## config.mk

```make
export PLATFORM = sky130hd
export DESIGN_NAME = status_packet_gen
export DESIGN_NICKNAME = d
export VERILOG_FILES = /design/src/rtl/statpkt_pkg.sv /design/src/rtl/status_packet_ctrl.sv /design/src/rtl/status_packet_dp.sv /design/src/rtl/status_packet_gen.sv
export SDC_FILE = /design/constraint.sdc
export NUM_CORES = 1
export LEC_CHECK = 0
export BUFFER_PORTS_ARGS = -buffer_cell sky130_fd_sc_hd__clkbuf_2
export CORE_MARGIN = 2
export CORE_UTILIZATION = 23
export DETAILED_ROUTE_END_ITERATION = 16
export PLACE_DENSITY_LB_ADDON = 0.05
export SYNTH_ARGS = -nofsm -noshare
export SYNTH_HDL_FRONTEND = slang
export SYNTH_SLANG_ARGS = --single-unit
```

## constraint.sdc

```tcl
create_clock -name clk -period 1.7 [get_ports clk]
set_input_delay 0.085 -clock clk [delete_from_list [all_inputs] [get_ports clk]]
set_output_delay 0.085 -clock clk [all_outputs]
set_load 0.01 [all_outputs]
```

## src/rtl/statpkt_pkg.sv

```systemverilog
package statpkt_pkg;

  typedef enum logic [1:0] {
    MODE_OFF  = 2'd0,
    MODE_ONCE = 2'd1,
    MODE_AUTO = 2'd2
  } reportMode_e;

  // strobes from control to datapath
  typedef struct packed {
    logic capture;    // take a snapshot of status and tag
    logic showAddr;   // drive the register address
    logic inPayload;  // drive a payload byte
  } dpStrobe_t;

endpackage

```

## src/rtl/status_packet_ctrl.sv

```systemverilog
module status_packet_ctrl
  import statpkt_pkg::*;
#(
  parameter int NUM_PAY = 2,
  parameter int CNT_W   = 2
) (
  input  logic             clk,
  input  logic             rst,
  input  logic             cfgWe,
  input  logic [7:0]       cfgData,
  input  logic             changed,
  input  logic             statusStart,
  output logic             statusRq,
  output logic [5:0]       seqNum,
  output dpStrobe_t        strobe,
  output logic [CNT_W-1:0] byteIdx
);

  reportMode_e      mode;
  logic             pendOnce;
  logic [CNT_W-1:0] byteCnt;
  logic             accept;
  logic             idle;
  logic             wantSend;
  logic             cfgOff;

  assign accept   = statusRq & statusStart;
  assign idle     = (byteCnt == '0);
  assign wantSend = idle & ~statusRq & (pendOnce | ((mode == MODE_AUTO) & changed));
  assign cfgOff   = cfgWe & (cfgData[1:0] == 2'b00);

  always_ff @(posedge clk) begin
    if (rst) begin
      mode     <= MODE_OFF;
      seqNum   <= '0;
      pendOnce <= 1'b0;
      statusRq <= 1'b0;
      byteCnt  <= '0;
    end else begin
      if (accept) begin
        statusRq <= 1'b0;
        byteCnt  <= CNT_W'(1);
        pendOnce <= 1'b0;
        if (mode == MODE_ONCE) mode <= MODE_OFF;
      end else if (!idle) begin
        byteCnt <= (byteCnt == CNT_W'(NUM_PAY)) ? '0 : byteCnt + 1'b1;
      end else if (wantSend) begin
        statusRq <= 1'b1;
      end

      if (cfgWe) begin
        seqNum <= cfgData[7:2];
        case (cfgData[1:0])
          2'b00: begin mode <= MODE_OFF;  pendOnce <= 1'b0; end
          2'b01: begin mode <= MODE_ONCE; pendOnce <= 1'b1; end
          2'b10: begin mode <= MODE_AUTO; pendOnce <= 1'b0; end
          default: begin mode <= MODE_AUTO; pendOnce <= 1'b1; end
        endcase
        if (cfgOff && !accept) statusRq <= 1'b0;
      end
    end
  end

  assign strobe.capture   = accept;
  assign strobe.showAddr  = statusRq;
  assign strobe.inPayload = ~idle;
  assign byteIdx          = byteCnt - 1'b1;

endmodule

```

## src/rtl/status_packet_dp.sv

```systemverilog
module status_packet_dp
  import statpkt_pkg::*;
#(
  parameter int           PAYLOAD_BITS = 9,
  parameter logic [7:0]   REG_ADDR     = 8'h3A,
  parameter int           NUM_PAY      = 2,
  parameter int           CNT_W        = 2
) (
  input  logic                    clk,
  input  logic                    rst,
  input  logic [PAYLOAD_BITS-1:0] status,
  input  logic [5:0]              seqNum,
  input  dpStrobe_t               strobe,
  input  logic [CNT_W-1:0]        byteIdx,
  output logic                    changed,
  output logic [7:0]              statusAd
);

  localparam int PAD_W = 8 * NUM_PAY - 6;

  // the snapshot doubles as the last value sent
  logic [PAYLOAD_BITS-1:0] sentStatus;
  logic [5:0]              sentSeq;
  logic [PAD_W-1:0]        padded;
  logic [7:0]              payByte [NUM_PAY];

  always_ff @(posedge clk) begin
    if (rst) begin
      sentStatus <= '0;
      sentSeq    <= '0;
    end else if (strobe.capture) begin
      sentStatus <= status;
      sentSeq    <= seqNum;
    end
  end

  assign changed    = (status != sentStatus);
  assign padded     = PAD_W'(sentStatus);
  assign payByte[0] = {sentSeq, padded[1:0]};

  for (genvar i = 1; i < NUM_PAY; i++) begin : g_byte
    assign payByte[i] = padded[8*i-6 +: 8];
  end

  always_comb begin
    statusAd = '0;
    if (strobe.showAddr) begin
      statusAd = REG_ADDR;
    end else if (strobe.inPayload) begin
      for (int i = 0; i < NUM_PAY; i++) begin
        if (byteIdx == CNT_W'(i)) statusAd = payByte[i];
      end
    end
  end

endmodule

```

## src/rtl/status_packet_gen.sv

```systemverilog
module status_packet_gen
  import statpkt_pkg::*;
#(
  parameter int         PAYLOAD_BITS = 9,
  parameter logic [7:0] REG_ADDR     = 8'h3A
) (
  input  logic                    clk,
  input  logic                    rst,
  input  logic                    cfgWe,
  input  logic [7:0]              cfgData,
  input  logic [PAYLOAD_BITS-1:0] status,
  output logic [7:0]              statusAd,
  output logic                    statusRq,
  input  logic                    statusStart
);

  localparam int NUM_PAY = 1 + (PAYLOAD_BITS - 2 + 7) / 8;
  localparam int CNT_W   = $clog2(NUM_PAY + 1);

  dpStrobe_t        strobe;
  logic [5:0]       seqNum;
  logic [CNT_W-1:0] byteIdx;
  logic             changed;

  status_packet_ctrl #(
    .NUM_PAY (NUM_PAY),
    .CNT_W   (CNT_W)
  ) u_ctrl (
    .clk         (clk),
    .rst         (rst),
    .cfgWe       (cfgWe),
    .cfgData     (cfgData),
    .changed     (changed),
    .statusStart (statusStart),
    .statusRq    (statusRq),
    .seqNum      (seqNum),
    .strobe      (strobe),
    .byteIdx     (byteIdx)
  );

  status_packet_dp #(
    .PAYLOAD_BITS (PAYLOAD_BITS),
    .REG_ADDR     (REG_ADDR),
    .NUM_PAY      (NUM_PAY),
    .CNT_W        (CNT_W)
  ) u_dp (
    .clk      (clk),
    .rst      (rst),
    .status   (status),
    .seqNum   (seqNum),
    .strobe   (strobe),
    .byteIdx  (byteIdx),
    .changed  (changed),
    .statusAd (statusAd)
  );

endmodule

```

==> Yosys cells after proc, flatten, opt, wreduce, memory -nomap -nowiden <==
Index checks and enable logic that the tools add are counted.
{ "word_totals": {"elab_cells": 54, "output_inout_bits": 9, "ff_bits": 27, "input_bits": 21} }
{ "classes": {"add_sub_neg": 2, "bitwise_logic": 7, "eq_ne": 8, "reduce_logical": 10, "muxes": 19} }
{ "op_table": {"columns": ["operator", "count"], "rows": [
  ["2-to-1 mux 8 bit", 4],
  ["2-to-1 mux 1 bit", 10],
  ["!= test 9 bit", 1],
  ["2-to-1 mux 2 bit", 4],
  ["equality test 2 x 1 -> 1 bit (second input constant)", 3],
  ["equality test 2 bit (second input constant)", 3],
  ["logical NOT 2 bit", 3],
  ["bitwise AND 1 bit", 5],
  ["case mux 2 bit (2 select lines)", 1],
  ["nonzero test 2 bit", 2],
  ["OR reduction 2 bit", 2],
  ["adder 2 x 1 -> 2 bit (second input constant)", 1],
  ["!= test 2 x 1 -> 1 bit (second input constant)", 1],
  ["AND reduction 2 bit", 1],
  ["subtractor 2 x 1 -> 2 bit (second input constant)", 1],
  ["logical AND 1 bit", 1],
  ["logical NOT 1 bit", 1],
  ["NOT 1 bit", 1],
  ["OR 1 bit", 1]
]} }

==> Longest topological paths before layout <==
{ "logic_depth": {"ltp_word": 9, "depth_mapped": 5, "depth_no_buf": 4} }

==> By module <==
A second synthesis with hierarchy kept.
{ "unflattened": {"hier_cells": 133, "hier_area_um2": 1293.7} }
{ "modules_own_cells": {"columns": ["module", "cells_each", "area_per_inst_um2", "instances", "seq_area_each_um2"], "rows": [
  ["status_packet_dp", 78, 768.2, 1, 300.3],
  ["status_packet_ctrl", 55, 525.5, 1, 240.2]
]} }

==> Worst setup path before layout <==
Ideal clock, no wire load.
{ "synth_path": {"path_kind": "flip-flop to flip-flop", "startpoint": "register u_dp.sentStatus[5]", "endpoint": "register u_ctrl.statusRq", "stages_incl_launch_ff": 5, "t_required_ns": 1.584, "setup_ns": 0.116, "synth_period_minus_slack_ns": 1.027, "arrival_time_ns": 0.911, "slack_ns": 0.673, "path_buffers": 0, "cell_sequence": "dfxtp_1 xor2_1 nor4_2 nand3_1 o211a_1"} }
{ "synth_via": {"elab_chain_len": 9} }
{ "synth_rtl": {"columns": ["item", "line", "rtl"], "rows": [
  ["start, declared", "status_packet_dp.sv:22", "logic [PAYLOAD_BITS-1:0] sentStatus;"],
  ["start signal, assigned", "status_packet_dp.sv:32", "sentStatus <= status;"],
  ["!= test 9 bit *", "status_packet_dp.sv:37", "assign changed = (status != sentStatus);"],
  ["bitwise AND 1 bit *", "status_packet_ctrl.sv:29", "assign wantSend = idle & ~statusRq & (pendOnce | ((mode == MODE_AUTO) & changed));"],
  ["OR 1 bit *", "status_packet_ctrl.sv:29", null],
  ["bitwise AND 1 bit *", "status_packet_ctrl.sv:29", null],
  ["2-to-1 mux 1 bit *", "status_packet_ctrl.sv:47", "end else if (wantSend) begin"],
  ["2-to-1 mux 1 bit *", "status_packet_ctrl.sv:45", "end else if (!idle) begin"],
  ["2-to-1 mux 1 bit *", "status_packet_ctrl.sv:40", "if (accept) begin"],
  ["2-to-1 mux 1 bit", "status_packet_ctrl.sv:59", "if (cfgOff && !accept) statusRq <= 1'b0;"],
  ["2-to-1 mux 1 bit *", "status_packet_ctrl.sv:51", "if (cfgWe) begin"],
  ["end signal, assigned", "status_packet_ctrl.sv:41", "statusRq <= 1'b0;"],
  ["end signal, assigned", "status_packet_ctrl.sv:48", "statusRq <= 1'b1;"],
  ["end signal, assigned", "status_packet_ctrl.sv:59", null],
  ["end, declared", "status_packet_ctrl.sv:13", "output logic statusRq,"]
]} }
Every way passes the cells marked *; elsewhere a longest branch is shown, timed or not.
A chain may end at the register's enable or synchronous reset.

==> Final worst setup path <==
{ "layout_path": {"startpoint": "register u_ctrl.byteCnt[0]", "endpoint": "output port statusAd[4]"} }
{ "layout_via": {"elab_chain_len": 6, "elab_cells_between_ends": 8, "cone_classes": "add/sub (1); eq/ne (1); mux (4); reduce/logical (2)"} }
{ "layout_rtl": {"columns": ["item", "line", "rtl"], "rows": [
  ["start, declared", "status_packet_ctrl.sv:21", "logic [CNT_W-1:0] byteCnt;"],
  ["start signal, assigned", "status_packet_ctrl.sv:46", "byteCnt <= (byteCnt == CNT_W'(NUM_PAY)) ? '0 : byteCnt + 1'b1;"],
  ["subtractor 2 x 1 -> 2 bit", "status_packet_ctrl.sv:67", "assign byteIdx = byteCnt - 1'b1;"],
  ["logical NOT 2 bit", "status_packet_dp.sv:51", "if (byteIdx == CNT_W'(i)) statusAd = payByte[i];"],
  ["2-to-1 mux 8 bit (2 in series)", "status_packet_dp.sv:51", null],
  ["2-to-1 mux 8 bit *", "status_packet_dp.sv:49", "end else if (strobe.inPayload) begin"],
  ["2-to-1 mux 8 bit *", "status_packet_dp.sv:47", "if (strobe.showAddr) begin"],
  ["end, declared", "status_packet_gen.sv:12", "output logic [7:0] statusAd,"]
]} }
Marks and branches as above.

==> report_table.html <==
<table>
<tr><th>Metric</th><th>Value</th></tr>
<tr><th colspan="2">Synthesis</th></tr>
<tr><td>Post-synth top flop</td><td>sky130_fd_sc_hd__dfxtp_1</td></tr>
<tr><td>Synthesis Warnings</td><td>0</td></tr>
<tr><td>Average footprint of a synthesized cell</td><td>around 8.6 µm²</td></tr>
<tr><td>Number of flops mapped to enable cells by yosys</td><td>0</td></tr>
<tr><td>Largest cells by area after synthesis</td><td>sky130_fd_sc_hd__dfxtp_1 (45%), sky130_fd_sc_hd__nand2_1 (9.8%), sky130_fd_sc_hd__a21oi_1 (7.2%)</td></tr>
<tr><td>Area fraction of the dominant cell type after synthesis</td><td>45.4%</td></tr>
<tr><td>Sequential area share after synthesis</td><td>45.4%</td></tr>
<tr><td>Cell count after synthesis</td><td>approximately 140</td></tr>
<tr><td>Biggest area consumer among synthesized cells</td><td>sky130_fd_sc_hd__dfxtp_1</td></tr>
<tr><td>Number of distinct library cell variants in the gate-level netlist after synthesis</td><td>26</td></tr>
<tr><td>Combined area of all synthesized cells</td><td>1190 µm²</td></tr>
<tr><td>Syn Nets</td><td>159</td></tr>
<tr><td>Post-synth ARST share</td><td>0%</td></tr>
<tr><td>Number of synthesized register bits</td><td>27</td></tr>
<tr><th colspan="2">Placement</th></tr>
<tr><td>HPWL reported at the end of detailed placement</td><td>2150 µm</td></tr>
<tr><td>Routability cong.</td><td>roughly 0.67</td></tr>
<tr><td>Placed standard-cell area</td><td>between 1000 and 1500 µm²</td></tr>
<tr><td>Total of buffers placed on input and output ports</td><td>29</td></tr>
<tr><th colspan="2">Routing</th></tr>
<tr><td>Final wirelength</td><td>a little under 3000 µm</td></tr>
<tr><td>Final routed wire length divided by cell count</td><td>around 13 µm</td></tr>
<tr><td>Number of vias after detailed routing</td><td>between 900 and 1k</td></tr>
<tr><td>Residual DRC</td><td>0</td></tr>
<tr><td>Detailed Routing Iterations Pass 1</td><td>4</td></tr>
<tr><td>Final ANT Viol Nets</td><td>0</td></tr>
<tr><td>Violation count after the first detailed-route iteration</td><td>24</td></tr>
<tr><td>Post-detailed-route via-to-cell ratio</td><td>4.25</td></tr>
<tr><th colspan="2">Setup path</th></tr>
<tr><td>Nature of the critical path startpoint</td><td>register</td></tr>
<tr><td>Buf+Inv Stages, Crit Path</td><td>2</td></tr>
<tr><td>Crit path max-delay family</td><td>compound AO/OA/AOI/OAI gates</td></tr>
<tr><td>Critical path arrival</td><td>1.40 ns</td></tr>
<tr><td>Kind of capture point of the worst setup path</td><td>output port</td></tr>
<tr><td>Crit-path slowest cell</td><td>sky130_fd_sc_hd__a221o_1</td></tr>
<tr><td>Critical path startpoint</td><td>u_ctrl.byteCnt[0]</td></tr>
<tr><td>Peak per-stage delay on the critical path</td><td>~0.36 ns</td></tr>
<tr><td>Start of the worst register-to-register path</td><td>u_ctrl.statusRq</td></tr>
<tr><td>Crit. path cell count</td><td>4</td></tr>
<tr><td>Classification of the worst setup path</td><td>reg -&gt; out</td></tr>
<tr><td>Peak fanout along the critical path</td><td>9</td></tr>
<tr><td>Endpoint required time on the critical path</td><td>~1.6 ns</td></tr>
<tr><td>Cell-by-cell listing of the critical path</td><td>nor2b_1 -&gt; buf_4 -&gt; a221o_1 -&gt; clkbuf_2</td></tr>
<tr><td>R2R depth</td><td>4</td></tr>
<tr><th colspan="2">STA</th></tr>
<tr><td>Final total negative setup slack</td><td>0 ns</td></tr>
<tr><td>Setup violation total in the final timing report</td><td>0</td></tr>
<tr><td>RSZ-0062 raised after global routing</td><td>no</td></tr>
<tr><td>Actual slew at the worst max-slew pin</td><td>between 0.5 and 0.6 ns</td></tr>
<tr><td>Pins over their slew limit</td><td>0</td></tr>
<tr><td>Maximum clock rate</td><td>around 670 MHz</td></tr>
<tr><td>Post-layout min period</td><td>between 1 and 1.5 ns</td></tr>
<tr><td>Max-Slew Margin vs Limit</td><td>about three fifths</td></tr>
<tr><td>Number of hold-slack violations in the final timing report</td><td>0</td></tr>
<tr><td>Worst setup skew after layout</td><td>roughly 0.0064 ns</td></tr>
<tr><td>Final worst-path cycle share</td><td>between 80% and 90%</td></tr>
<tr><th colspan="2">Floorplanning</th></tr>
<tr><td>DIE HEIGHT</td><td>75.9 µm</td></tr>
<tr><td>Die Area</td><td>between 5000 and 6000 µm²</td></tr>
<tr><td>IO Pins</td><td>30</td></tr>
<tr><td>Number of standard-cell rows in the floorplan</td><td>26</td></tr>
<tr><td>Effective utilization at floorplan</td><td>23.6%</td></tr>
<tr><td>Core region area</td><td>between 5000 and 6000 µm²</td></tr>
<tr><td>Width of the chip</td><td>between 70 and 80 µm</td></tr>
<tr><th colspan="2">Clock network</th></tr>
<tr><td>Clock Latency Late Sink</td><td>approximately 0.28 ns</td></tr>
<tr><td>Clock input transition at the sequential cells of the worst setup and hold paths</td><td>0.10 ns</td></tr>
<tr><td>TritonCTS clock tree</td><td>yes</td></tr>
<tr><td>H-Tree Depth</td><td>1</td></tr>
<tr><td>Number of sinks handled by clock tree synthesis</td><td>27</td></tr>
<tr><td>Maximum number of buffers from clock root to sink</td><td>2</td></tr>
<tr><td>Root buffer cell</td><td>sky130_fd_sc_hd__clkbuf_8</td></tr>
<tr><td>CTS Hold Bufs</td><td>0</td></tr>
<tr><td>Number of buffers inserted during clock tree synthesis</td><td>3</td></tr>
<tr><td>Post-CTS Setup Inserts</td><td>0</td></tr>
<tr><th colspan="2">Global routing</th></tr>
<tr><td>Wire length of the first global-routing pass</td><td>just over 5000 µm</td></tr>
<tr><td>Number of global-route vias before repair</td><td>about 1.1k</td></tr>
<tr><td>Number of antenna violations at the first check in global routing</td><td>0</td></tr>
<tr><td>Pin count of the biggest net entering global routing</td><td>28</td></tr>
<tr><td>Sum of overflow across all layers after global routing</td><td>0</td></tr>
<tr><td>Total routing usage reported by global routing</td><td>between 10 and 15%</td></tr>
<tr><th colspan="2">Job</th></tr>
<tr><td>Max-Cap Viols</td><td>0</td></tr>
<tr><th colspan="2">Min path</th></tr>
<tr><td>Type of the most critical hold path</td><td>in -&gt; reg</td></tr>
<tr><td>Number of cells traversed by the worst hold path</td><td>3</td></tr>
<tr><td>Worst min-delay path startpoint</td><td>cfgData[6]</td></tr>
<tr><th colspan="2">Final layout</th></tr>
<tr><td>Most common library cell in the layout ignoring fill and taps</td><td>sky130_fd_sc_hd__nand2_1</td></tr>
<tr><td>Share of final-layout standard cells stronger than drive strength 1</td><td>between 20% and 30%</td></tr>
<tr><td>Commonest non-fill, non-tap cells in the layout</td><td>sky130_fd_sc_hd__nand2_1 (31), sky130_fd_sc_hd__clkbuf_2 (29), sky130_fd_sc_hd__dfxtp_1 (27), sky130_fd_sc_hd__a21oi_1 (17), sky130_fd_sc_hd__nor2_1 (13)</td></tr>
<tr><td>Total inserted antenna cells</td><td>0</td></tr>
<tr><td>Cell area after layout</td><td>1440 µm²</td></tr>
<tr><td># nets final</td><td>186</td></tr>
<tr><td>Layout area overhead</td><td>20.9%</td></tr>
<tr><th colspan="2">Power and ir drop</th></tr>
<tr><td>Power per cell area</td><td>854 nW/µm²</td></tr>
<tr><td>VDD IR max</td><td>0.307 mV</td></tr>
<tr><td>Standby leakage power</td><td>about 0.6 nW</td></tr>
<tr><th colspan="2">Status</th></tr>
<tr><td>Result of the run</td><td>finished, final reports clean</td></tr>
</table>
==> metrics by stage <==
step / util (%) / power [mW] / instances / hold slack [ns] / setup slack [ns]
CTS: 28.5 / 1.26 / 234 / 0.0278 / 0.0871
global route: 28.5 / 1.31 / 234 / 0.0224 / 0.132
floorplan: - / 0.793 / 138 / 0.221 / 0.673
finish: 28.5 / 1.23 / 234 / 0.0335 / 0.216
global placement: 27.5 / 0.853 / 230 / 0.323 / 0.373
detailed placement: 27.5 / 0.854 / 230 / 0.333 / 0.342
==> synth_stat cells, drive strengths merged (2+ instances only) <==
library cell	instances
nand2	32
a221o	4
nor2b	2
a21oi	17
xor2	9
nor2	13
dfxtp	27
clkbuf	2
nor4	2
buf	8
mux2i	7
nor3	2
a22oi	3
==> metal layers <==
metal,part of all wire [%],global-route usage [%]
met5,0,0
met4,1.0,3.82
met3,4.2,2.50
met2,44,17.5
met1,50,14.4
==> worst paths after layout <==
path | to | slack (ns)
worst max-delay path | statusAd[4] | 0.22
worst max register to register | u_ctrl.mode[0] | 0.34
worst min-delay path | u_ctrl.seqNum[4] | 0.03
worst min register to register | u_dp.sentSeq[1] | 0.46
==> kinds of logic after synthesis <==
kind of cell           Yosys count  share of synthesized area [%]
AO/OA/AOI/OAI                   28                           15.5
buffers and inverters           11                           5.26
multiplexers                     7                           5.89
AND/OR/NAND/NOR                 56                           21.3
XOR/XNOR                         9                           6.62
flip-flops                      27                           45.4
==> flip-flops by register name, summed over array words and instances, names as in the netlist <==
register         count
u_ctrl.byteCnt       2
u_ctrl.mode          2
u_ctrl.pendOnce      1
u_ctrl.seqNum        6
u_ctrl.statusRq      1
u_dp.sentSeq         6
u_dp.sentStatus      9
==> tightest hold or removal path: cells and delay by family <==
family / cells / cell delay, ns
multiplexers: 1 / 0.06
buffers and inverters: 1 / 0.07
AND/OR/NAND/NOR: 1 / 0.07
==> where the power goes <==
group          total, mW  internal [mW]  switching (mW)
clock network      0.393          0.172           0.221
logic              0.154         0.0696          0.0848
registers          0.682          0.658          0.0240
total               1.23          0.900           0.330
==> cell type report <==
cell class,count,area [µm²]
fill,568,3600
clock inverter,1,8.76
inverter,1,3.75
sequential,27,541
clock buffer,3,41.3
timing repair buffer,32,168
multi-input combinational,100,589
tap,70,87.6
==> what timing repair did <==
action / 4_1_cts / 5_1_grt
endpoints found under the hold margin: 0 / 0
gates resized for setup: 0 / 1
endpoints found under the setup margin: 0 / 1
Power figures use the tool's default switching activity.
